--- config.mk ---
export PLATFORM = sky130hd
export DESIGN_NAME = page_write_buffer
export DESIGN_NICKNAME = d
export VERILOG_FILES = /design/src/rtl/pwb_pkg.sv /design/src/rtl/page_lane_store.sv /design/src/rtl/prog_timer.sv /design/src/rtl/page_write_buffer.sv
export SDC_FILE = /design/constraint.sdc
export NUM_CORES = 1
export LEC_CHECK = 0
export ABC_CLOCK_PERIOD_IN_PS = 3900
export BUFFER_PORTS_ARGS = -buffer_cell sky130_fd_sc_hd__buf_2
export CAP_MARGIN = 20
export CORE_UTILIZATION = 55
export CTS_CLUSTER_SIZE = 16
export DETAILED_ROUTE_END_ITERATION = 16
export GPL_TIMING_DRIVEN = 1
export MAX_ROUTING_LAYER = met4
export PLACE_DENSITY = 0.92
export SLEW_MARGIN = 20
export SYNTH_ARGS = -nofsm -noshare
export SYNTH_HDL_FRONTEND = slang
export SYNTH_HIERARCHICAL = 1
export SYNTH_SLANG_ARGS = --single-unit
export TNS_END_PERCENT = 5
--- constraint.sdc ---
create_clock -name clk -period 3.9 [get_ports clk]
set_input_delay 0.78 -clock clk [delete_from_list [all_inputs] [get_ports clk]]
set_output_delay 0.78 -clock clk [all_outputs]
set_load 0.05 [all_outputs]
--- src/rtl/pwb_pkg.sv ---
package pwb_pkg;
    typedef enum logic [1:0] {
        ST_IDLE    = 2'd0,
        ST_COLLECT = 2'd1,
        ST_PROG    = 2'd2
    } pwb_state_e;
endpackage

--- src/rtl/page_lane_store.sv ---
module page_lane_store #(
    parameter int LANES  = 4,
    parameter int DATA_W = 8,
    localparam int LANE_W = $clog2(LANES)
) (
    input  logic                    clk,
    input  logic                    rst_n,
    input  logic                    clr,
    input  logic                    wr,
    input  logic [LANE_W-1:0]       wr_lane,
    input  logic [DATA_W-1:0]       wr_byte,
    output logic [LANES-1:0]        vld,
    output logic [LANES*DATA_W-1:0] data
);
    typedef struct packed {
        logic [LANES-1:0]        vld;
        logic [LANES*DATA_W-1:0] data;
    } store_t;

    store_t st_d, st_q;
    logic [LANES-1:0] lane_hit;

    genvar g;
    generate
        for (g = 0; g < LANES; g++) begin : g_lane
            assign lane_hit[g] = wr && (wr_lane == LANE_W'(g));


            lane_fill_chk: assert property (@(posedge clk) disable iff (!rst_n)
                $rose(st_q.vld[g]) |-> $past(wr && !clr && wr_lane == LANE_W'(g)));
        end
    endgenerate

    always_comb begin
        st_d = st_q;
        if (clr) begin
            st_d.vld  = '0;
            st_d.data = '0;
        end else begin
            for (int i = 0; i < LANES; i++) begin
                if (lane_hit[i]) begin
                    st_d.vld[i] = 1'b1;
                    st_d.data[i*DATA_W +: DATA_W] = wr_byte;
                end
            end
        end
    end

    always_ff @(posedge clk or negedge rst_n) begin
        if (!rst_n) st_q <= '0;
        else        st_q <= st_d;
    end

    assign vld  = st_q.vld;
    assign data = st_q.data;
endmodule

--- src/rtl/prog_timer.sv ---
module prog_timer #(
    parameter int CYCLES = 40,
    localparam int CNT_W = $clog2(CYCLES + 1)
) (
    input  logic clk,
    input  logic rst_n,
    input  logic start,
    output logic done
);
    logic [CNT_W-1:0] cnt_d, cnt_q;

    always_comb begin
        cnt_d = cnt_q;
        if (start)              cnt_d = CNT_W'(CYCLES);
        else if (cnt_q != '0)   cnt_d = cnt_q - CNT_W'(1);
    end

    always_ff @(posedge clk or negedge rst_n) begin
        if (!rst_n) cnt_q <= '0;
        else        cnt_q <= cnt_d;
    end

    assign done = (cnt_q == CNT_W'(1));


    cnt_range_chk: assert property (@(posedge clk) disable iff (!rst_n)
        cnt_q <= CNT_W'(CYCLES));

    done_pulse_chk: assert property (@(posedge clk) disable iff (!rst_n)
        done |=> !done);
endmodule

--- src/rtl/page_write_buffer.sv ---
module page_write_buffer
    import pwb_pkg::*;
#(
    parameter int ADDR_W      = 9,
    parameter int DATA_W      = 8,
    parameter int PAGE_BYTES  = 4,
    parameter int PROG_CYCLES = 40,
    localparam int LANE_W = $clog2(PAGE_BYTES),
    localparam int PAGE_W = ADDR_W - LANE_W
) (
    input  logic                         clk,
    input  logic                         rst_n,
    input  logic                         cmd_start,
    input  logic [ADDR_W-1:0]            start_addr,
    input  logic                         byte_vld,
    input  logic [DATA_W-1:0]            byte_data,
    input  logic                         cs_rise,
    input  logic                         cs_on_boundary,
    input  logic                         grant,
    output logic                         busy,
    output logic [PAGE_BYTES-1:0]        wr_strb,
    output logic [PAGE_W-1:0]            wr_page,
    output logic [PAGE_BYTES*DATA_W-1:0] wr_data
);
    typedef struct packed {
        pwb_state_e        state;
        logic [PAGE_W-1:0] page;
        logic [LANE_W-1:0] ptr;
    } ctl_t;

    ctl_t ctl_d, ctl_q;

    logic                         buf_clr, buf_wr, tmr_start, tmr_done, commit;
    logic [PAGE_BYTES-1:0]        buf_vld;
    logic [PAGE_BYTES*DATA_W-1:0] buf_data;

    page_lane_store #(.LANES(PAGE_BYTES), .DATA_W(DATA_W)) u_store (
        .clk     (clk),
        .rst_n   (rst_n),
        .clr     (buf_clr),
        .wr      (buf_wr),
        .wr_lane (ctl_q.ptr),
        .wr_byte (byte_data),
        .vld     (buf_vld),
        .data    (buf_data)
    );

    prog_timer #(.CYCLES(PROG_CYCLES)) u_timer (
        .clk   (clk),
        .rst_n (rst_n),
        .start (tmr_start),
        .done  (tmr_done)
    );

    always_comb begin
        ctl_d     = ctl_q;
        buf_clr   = 1'b0;
        buf_wr    = 1'b0;
        tmr_start = 1'b0;
        unique case (ctl_q.state)
            ST_IDLE: begin
                if (cmd_start) begin
                    ctl_d.state = ST_COLLECT;
                    ctl_d.page  = start_addr[ADDR_W-1:LANE_W];
                    ctl_d.ptr   = start_addr[LANE_W-1:0];
                    buf_clr     = 1'b1;
                end
            end
            ST_COLLECT: begin
                if (cs_rise) begin
                    if (cs_on_boundary && grant && (buf_vld != '0)) begin
                        ctl_d.state = ST_PROG;
                        tmr_start   = 1'b1;
                    end else begin
                        ctl_d.state = ST_IDLE;
                        buf_clr     = 1'b1;
                    end
                end else if (cmd_start) begin
                    ctl_d.page = start_addr[ADDR_W-1:LANE_W];
                    ctl_d.ptr  = start_addr[LANE_W-1:0];
                    buf_clr    = 1'b1;
                end else if (byte_vld) begin
                    buf_wr    = 1'b1;
                    ctl_d.ptr = ctl_q.ptr + LANE_W'(1);
                end
            end
            ST_PROG: begin
                if (tmr_done) begin
                    ctl_d.state = ST_IDLE;
                    buf_clr     = 1'b1;
                end
            end
            default: ctl_d.state = ST_IDLE;
        endcase
    end

    always_ff @(posedge clk or negedge rst_n) begin
        if (!rst_n) ctl_q <= '{state: ST_IDLE, page: '0, ptr: '0};
        else        ctl_q <= ctl_d;
    end

    assign busy    = (ctl_q.state == ST_PROG);
    assign commit  = busy && tmr_done;
    assign wr_strb = commit ? buf_vld  : '0;
    assign wr_data = commit ? buf_data : '0;
    assign wr_page = commit ? ctl_q.page : '0;


    strb_in_busy_chk: assert property (@(posedge clk) disable iff (!rst_n)
        (wr_strb != '0) |-> busy);

    strb_single_chk: assert property (@(posedge clk) disable iff (!rst_n)
        (wr_strb != '0) |=> (wr_strb == '0) && !busy);

    busy_entry_chk: assert property (@(posedge clk) disable iff (!rst_n)
        $rose(busy) |-> $past(cs_rise && cs_on_boundary && grant));

    busy_hold_chk: assert property (@(posedge clk) disable iff (!rst_n)
        (busy && !tmr_done) |=> busy && $stable(ctl_q.page) && $stable(buf_vld));

    reset_idle_chk: assert property (@(posedge clk)
        !rst_n |-> !busy && (wr_strb == '0));
endmodule

==> After elaboration in Yosys (flattened, before gate mapping) <==
Index checks and enable logic that the tools add are counted.
{ "word_totals": {"out_inout_bits": 44, "in_bits": 24, "elab_cells": 82, "regBits": 53} }
{ "op_classes": {"addsub": 2, "n_eq_ne": 12, "n_reduce_logical": 20, "n_mux": 36} }
{ "op_table": {"columns": ["operator", "n"], "rows": [
  ["2-to-1 mux 36 bit", 1],
  ["2-to-1 mux 32 bit", 1],
  ["2-to-1 mux 8 bit", 4],
  ["one-hot mux 9 bit (2 select lines)", 1],
  ["2-to-1 mux 1 bit", 15],
  ["2-to-1 mux 7 bit", 2],
  ["2-to-1 mux 6 bit", 2],
  ["nonzero test 2 bit", 6],
  ["2-to-1 mux 11 bit", 1],
  ["2-to-1 mux 2 bit", 5],
  ["2-to-1 mux 9 bit", 1],
  ["inequality test 2 bit, second input constant", 4],
  ["AND reduction 4 bit", 2],
  ["logical AND 1 bit", 7],
  ["== test 2 bit, second input constant", 3],
  ["== test 6 x 1 -> 1 bit, second input constant", 1],
  ["one-hot mux 2 bit (3 select lines)", 1],
  ["nonzero test 6 bit", 1],
  ["subtractor 6 x 1 -> 6 bit, second input constant", 1],
  ["== test 2 x 1 -> 1 bit, second input constant", 2],
  ["logical NOT 2 bit", 2],
  ["2-to-1 mux 4 bit", 1],
  ["nonzero test 4 bit", 1],
  ["inequality test 3 bit, second input constant", 1],
  ["4 further kinds", 4]
]} }

==> Depth between registers and ports, before layout <==
{ "depth": {"ltp_word": 7, "ltp_mapped": 9, "ltp_nobuf": 7} }

==> By module <==
Netlist, hierarchy kept.
{ "by_module_without_submodules": {"columns": ["mod", "instances", "cells_each", "seq_area_each_um2", "area_per_inst_um2"], "rows": [
  ["page_lane_store", 1, 129, 900.9, 1586.5],
  ["page_write_buffer", 1, 100, 275.3, 867.1],
  ["prog_timer", 1, 34, 150.1, 334.1]
]} }

==> Worst setup path before layout <==
OpenSTA, ideal clock, no wires.
{ "synth_path": {"kind": "flip-flop to output port", "startpoint": "register ctl_q[10] (netlist bit)", "endpoint": "output wr_data[28]", "stages_incl_launch_ff": 5, "t_required_ps": 3120, "arrival_ps": 1557, "path_slack_ps": 1563, "cell_sequence": "dfrtp_1 nor2b_1 buf_2 buf_2 and3_1"} }
{ "synth_between": {"elab_chain_cells": 3} }
{ "synth_lines": {"columns": ["element", "line", "text"], "rows": [
  ["start, declared", "page_write_buffer.sv:31", "ctl_t ctl_d, ctl_q;"],
  ["start signal, assigned", "page_write_buffer.sv:98", "if (!rst_n) ctl_q <= '{state: ST_IDLE, page: '0, ptr: '0};"],
  ["start signal, assigned", "page_write_buffer.sv:99", "else ctl_q <= ctl_d;"],
  ["== test 2 bit", "page_write_buffer.sv:102", "assign busy = (ctl_q.state == ST_PROG);"],
  ["net busy", "page_write_buffer.sv:20", "output logic busy,"],
  ["logical AND 1 bit", "page_write_buffer.sv:103", "assign commit = busy && tmr_done;"],
  ["2-to-1 mux 32 bit", "page_write_buffer.sv:105", "assign wr_data = commit ? buf_data : '0;"],
  ["end, declared", "page_write_buffer.sv:23", "output logic [PAGE_BYTES*DATA_W-1:0] wr_data"]
]} }
The timed path passes the listed nets, and every way through them passes these cells.

==> Worst setup path in the final report <==
{ "layout_path": {"startpoint": "register u_timer.cnt_q[1]", "endpoint": "output wr_data[11]"} }
{ "layout_between": {"elab_chain_cells": 3} }
{ "layout_lines": {"columns": ["element", "line", "text"], "rows": [
  ["start, declared", "prog_timer.sv:10", "logic [CNT_W-1:0] cnt_d, cnt_q;"],
  ["start signal, assigned", "prog_timer.sv:20", "else cnt_q <= cnt_d;"],
  ["== test 6 x 1 -> 1 bit", "prog_timer.sv:23", "assign done = (cnt_q == CNT_W'(1));"],
  ["net tmr_done", "page_write_buffer.sv:33", "logic buf_clr, buf_wr, tmr_start, tmr_done, commit;"],
  ["logical AND 1 bit", "page_write_buffer.sv:103", null],
  ["2-to-1 mux 32 bit", "page_write_buffer.sv:105", null]
]} }
The timed path passes the listed nets, and every way through them passes these cells.

==> results by group <==
Outcome
  • Status: finished, final reports clean

Power
  • Combinational share of power: 19.4%
  • Power after layout: 0.00130 W
  • Leak: a little under 2 nW
  • Psw: 0.000373 W
  • Int Power: 0.000928 W
  • Switching portion of total power: 28.6%
  • Seq pwr share: 51.0%
  • Power per cell area: 396 nW/um^2
  • Worst vdd ir: 0.247 mV
  • Clock Power Share: 29.6%

Timing
  • Final-report hold violation count: 0
  • RSZ-0062 raised after global routing: no
  • Worst Tran Pin Value: just under 0.9 ns
  • Max-slew violations: 0
  • Fmax: 363 MHz
  • Total negative setup slack: 0 ns
  • Final clock skew: 0.00822 ns
  • Fin crit share: 70.6%
  • Hold_ws: 0.462 ns
  • Worst slew margin: 41.5%
  • Post-layout min period: 2.75 ns
  • Final setup viols: 0

Final layout
  • Most frequent cells in the layout: buf_2 (67), dfrtp_1 (53), and3_1 (45)
  • Final cell count without fillers: 392
  • Synthesis-to-finish area growth: 17.8%
  • Register area: between 1000 and 1500 sq um
  • Most common cell after layout, fill and taps aside: buf_2
  • Layout cell share with drive strength beyond 1: 28.3%
  • Layout net count: 350
  • Filler Cells Inserted: 363
  • N_diodes: 0
  • Area of the multi-input gates: 1350 sq um

Clock network
  • PostCTS Resize Cnt: 0
  • Hold_buf cts: 0
  • TritonCTS clock tree: yes
  • TritonCTS Buffers: 5
  • Setup Buffers After CTS: 0
  • Clock-pin slew on the worst setup and hold paths: 0.09 ns
  • Clock sink total: 53
  • Clk_lat worst skew: 0.31 ns
  • Max Buffers Root-to-Sink: 2
  • Max H-tree Level: 2
  • Root Driver: clkbuf_8

Critical path
  • Critical Path Source: u_timer/cnt_q[1]$_DFFE_PN0P_
  • Crit-path max FO: 45
  • Critical Path AT: approximately 2 ns
  • Crit Path Class: reg2out
  • R2R setup slack: around 1.5 ns
  • Worst Path Required: approximately 3.1 ns
  • Worst Setup EP: wr_data[11]
  • Critical Path Start Type: flip-flop
  • Worst R2R Start: u_store/vld[2]$_DFFE_PN0P_
  • Reg2reg end: u_store/data[31]$_DFFE_PN0P_
  • Crit end category: primary output
  • Worst Reg-to-Reg Cells: 5

Flow run
  • Max Cap Violations: 0

Placement
  • Placer Congestion: about 0.83
  • IO buf count: 67
  • DP HPWL: 4.38 mm
  • Placed Cells: 384

Floorplanning
  • Die H: approximately 73 microns
  • # IOs: 68
  • Core Rows: 25
  • Core area: 4790 sq um
  • Starting density of the core: between 50% and 60%
  • Die span in x: 73.2 microns
  • Die area: 5360 sq um

Synth
  • Yosys top cell by area: dfrtp_1
  • Register bit count reported by yosys: between 50 and 60
  • Synth Area per Inst: 10.6 sq um
  • Top post-synthesis cells by area: dfrtp_1 (48%), mux2i_1 (12%), and3_1 (10%)
  • Yosys top cell area share: 47.6%
  • Net Count, Synth: 289
  • Synth unique cells: 32
  • Mapped Cells: 263
  • Register area share after synthesis: 47.6%
  • Yosys warns: 6
  • Mapped Area: 2790 sq um

Drt
  • Drt first pass iters: 4
  • Wirelength, routed: 6.46 mm
  • Per-cell routed wire length: 16.5 microns
  • DR iter-0 viols: 193
  • Via count: 2155
  • # DRC: 0
  • Antenna Nets Post-Route: 0
  • Vias per inst: 5.50

GRT
  • Vias in the first global route: 2122
  • First-pass GRT wire length: 10.6 mm
  • Grt total ovfl: 0
  • Largest net degree at the start of global routing: 47
  • Tot GR Track Use: between 20 and 30%
  • Initial antenna violation count: 0

Min path
  • Hold Path Class: in2async
## power by group through the flow
stage               combinational, W  sequential, W  clock (W)
finish                      0.000253       0.000664   0.000385
global route                0.000283       0.000674   0.000414
CTS                         0.000252       0.000661   0.000390
detailed placement          0.000248       0.000672          0
global placement            0.000235       0.000666          0
floorplan                   0.000187       0.000654          0
## layer usage
metal | global-route usage [%] | vias to the layer above | wire (microns)
li1 | - | 1035 | -
met4 | 8.06 | 0 | 96
met3 | 4.70 | 7 | 288
met2 | 42.7 | 57 | 3180
met1 | 37.0 | 1056 | 2890
met5 | - | - | 0
## kinds of logic after synthesis
| group | after synthesis | share of synthesized area, % |
|---|---|---|
| buffers and inverters | 28 | 4.67 |
| DFF | 53 | 47.6 |
| adders and majority gates | 2 | 0.898 |
| muxes | 42 | 15.5 |
| and+or+nand+nor | 119 | 27.0 |
| AOI/OAI and AO/OA | 19 | 4.35 |
## cell type report
| type | count | area share (%) |
|---|---|---|
| inverters | 10 | 1.14 |
| flip-flops and latches | 53 | 40.4 |
| multi-input cells | 182 | 41.0 |
| clock buffers | 7 | 2.63 |
| clock inverters | 1 | 0.914 |
| repair buffers | 72 | 11.4 |
| well taps | 67 | 2.55 |
## metrics by stage
stage               utilization [%]  setup WS (ns)  area (sq um)
finish                         68.6           1.15          3280
detailed placement             66.2           1.39          3170
global route                   68.6           1.05          3280
floorplan                         -           1.56          2790
global placement               66.2           1.50          3170
CTS                            68.6           1.17          3280
## sequential cells by signal, indices dropped and copies added (netlist names)
| register | cells |
|---|---|
| u_store/data | 32 |
| u_timer/cnt_q | 6 |
| ctl_q | 11 |
| u_store/vld | 4 |
## critical path, stage by stage (launching register included)
cell and delay, ns:
dfrtp_1 0.43, inv_1 0.10, ha_1 0.13, and3_1 0.14
buf_4 0.33, and3_1 0.24, buf_2 0.29
## how the worst min path moves through the flow
stage,startpoint,to,slack [ns]
2_1_floorplan,ctl_q[2]$_DFFE_PN0P_,ctl_q[2]$_DFFE_PN0P_,0.47
3_3_place_gp,ctl_q[5]$_DFFE_PN0P_,ctl_q[5]$_DFFE_PN0P_,0.48
3_5_place_dp,ctl_q[4]$_DFFE_PN0P_,ctl_q[4]$_DFFE_PN0P_,0.49
4_1_cts,rst_n,u_store/data[29]$_DFFE_PN0P_,0.47
5_1_grt,rst_n,u_store/data[29]$_DFFE_PN0P_,0.49
6_report,rst_n,u_store/data[22]$_DFFE_PN0P_,0.46
## cells in the mapped netlist
master / n
nor3_1: 2
o21ai_0: 2
nor2_1: 5
or4_4: 1
or4b_1: 1
mux2_2: 8
a21o_1: 3
ha_1: 2
and3b_2: 1
nand4b_1: 1
or3b_1: 3
nand3b_1: 5
buf_2: 8
and3_1: 45
clkbuf_1: 8
mux2_1: 1
nand2_1: 6
a21oi_1: 8
o32a_1: 1
a211oi_1: 2
nor3b_4: 1
o311ai_0: 1
o31ai_1: 2
buf_6: 2
or4_1: 1
nor4_1: 2
mux2i_1: 33
nand3_1: 3
nor2b_1: 1
dfrtp_1: 53
inv_1: 10
nand2b_1: 41
Note: power is estimated with default switching activity, not from simulation.
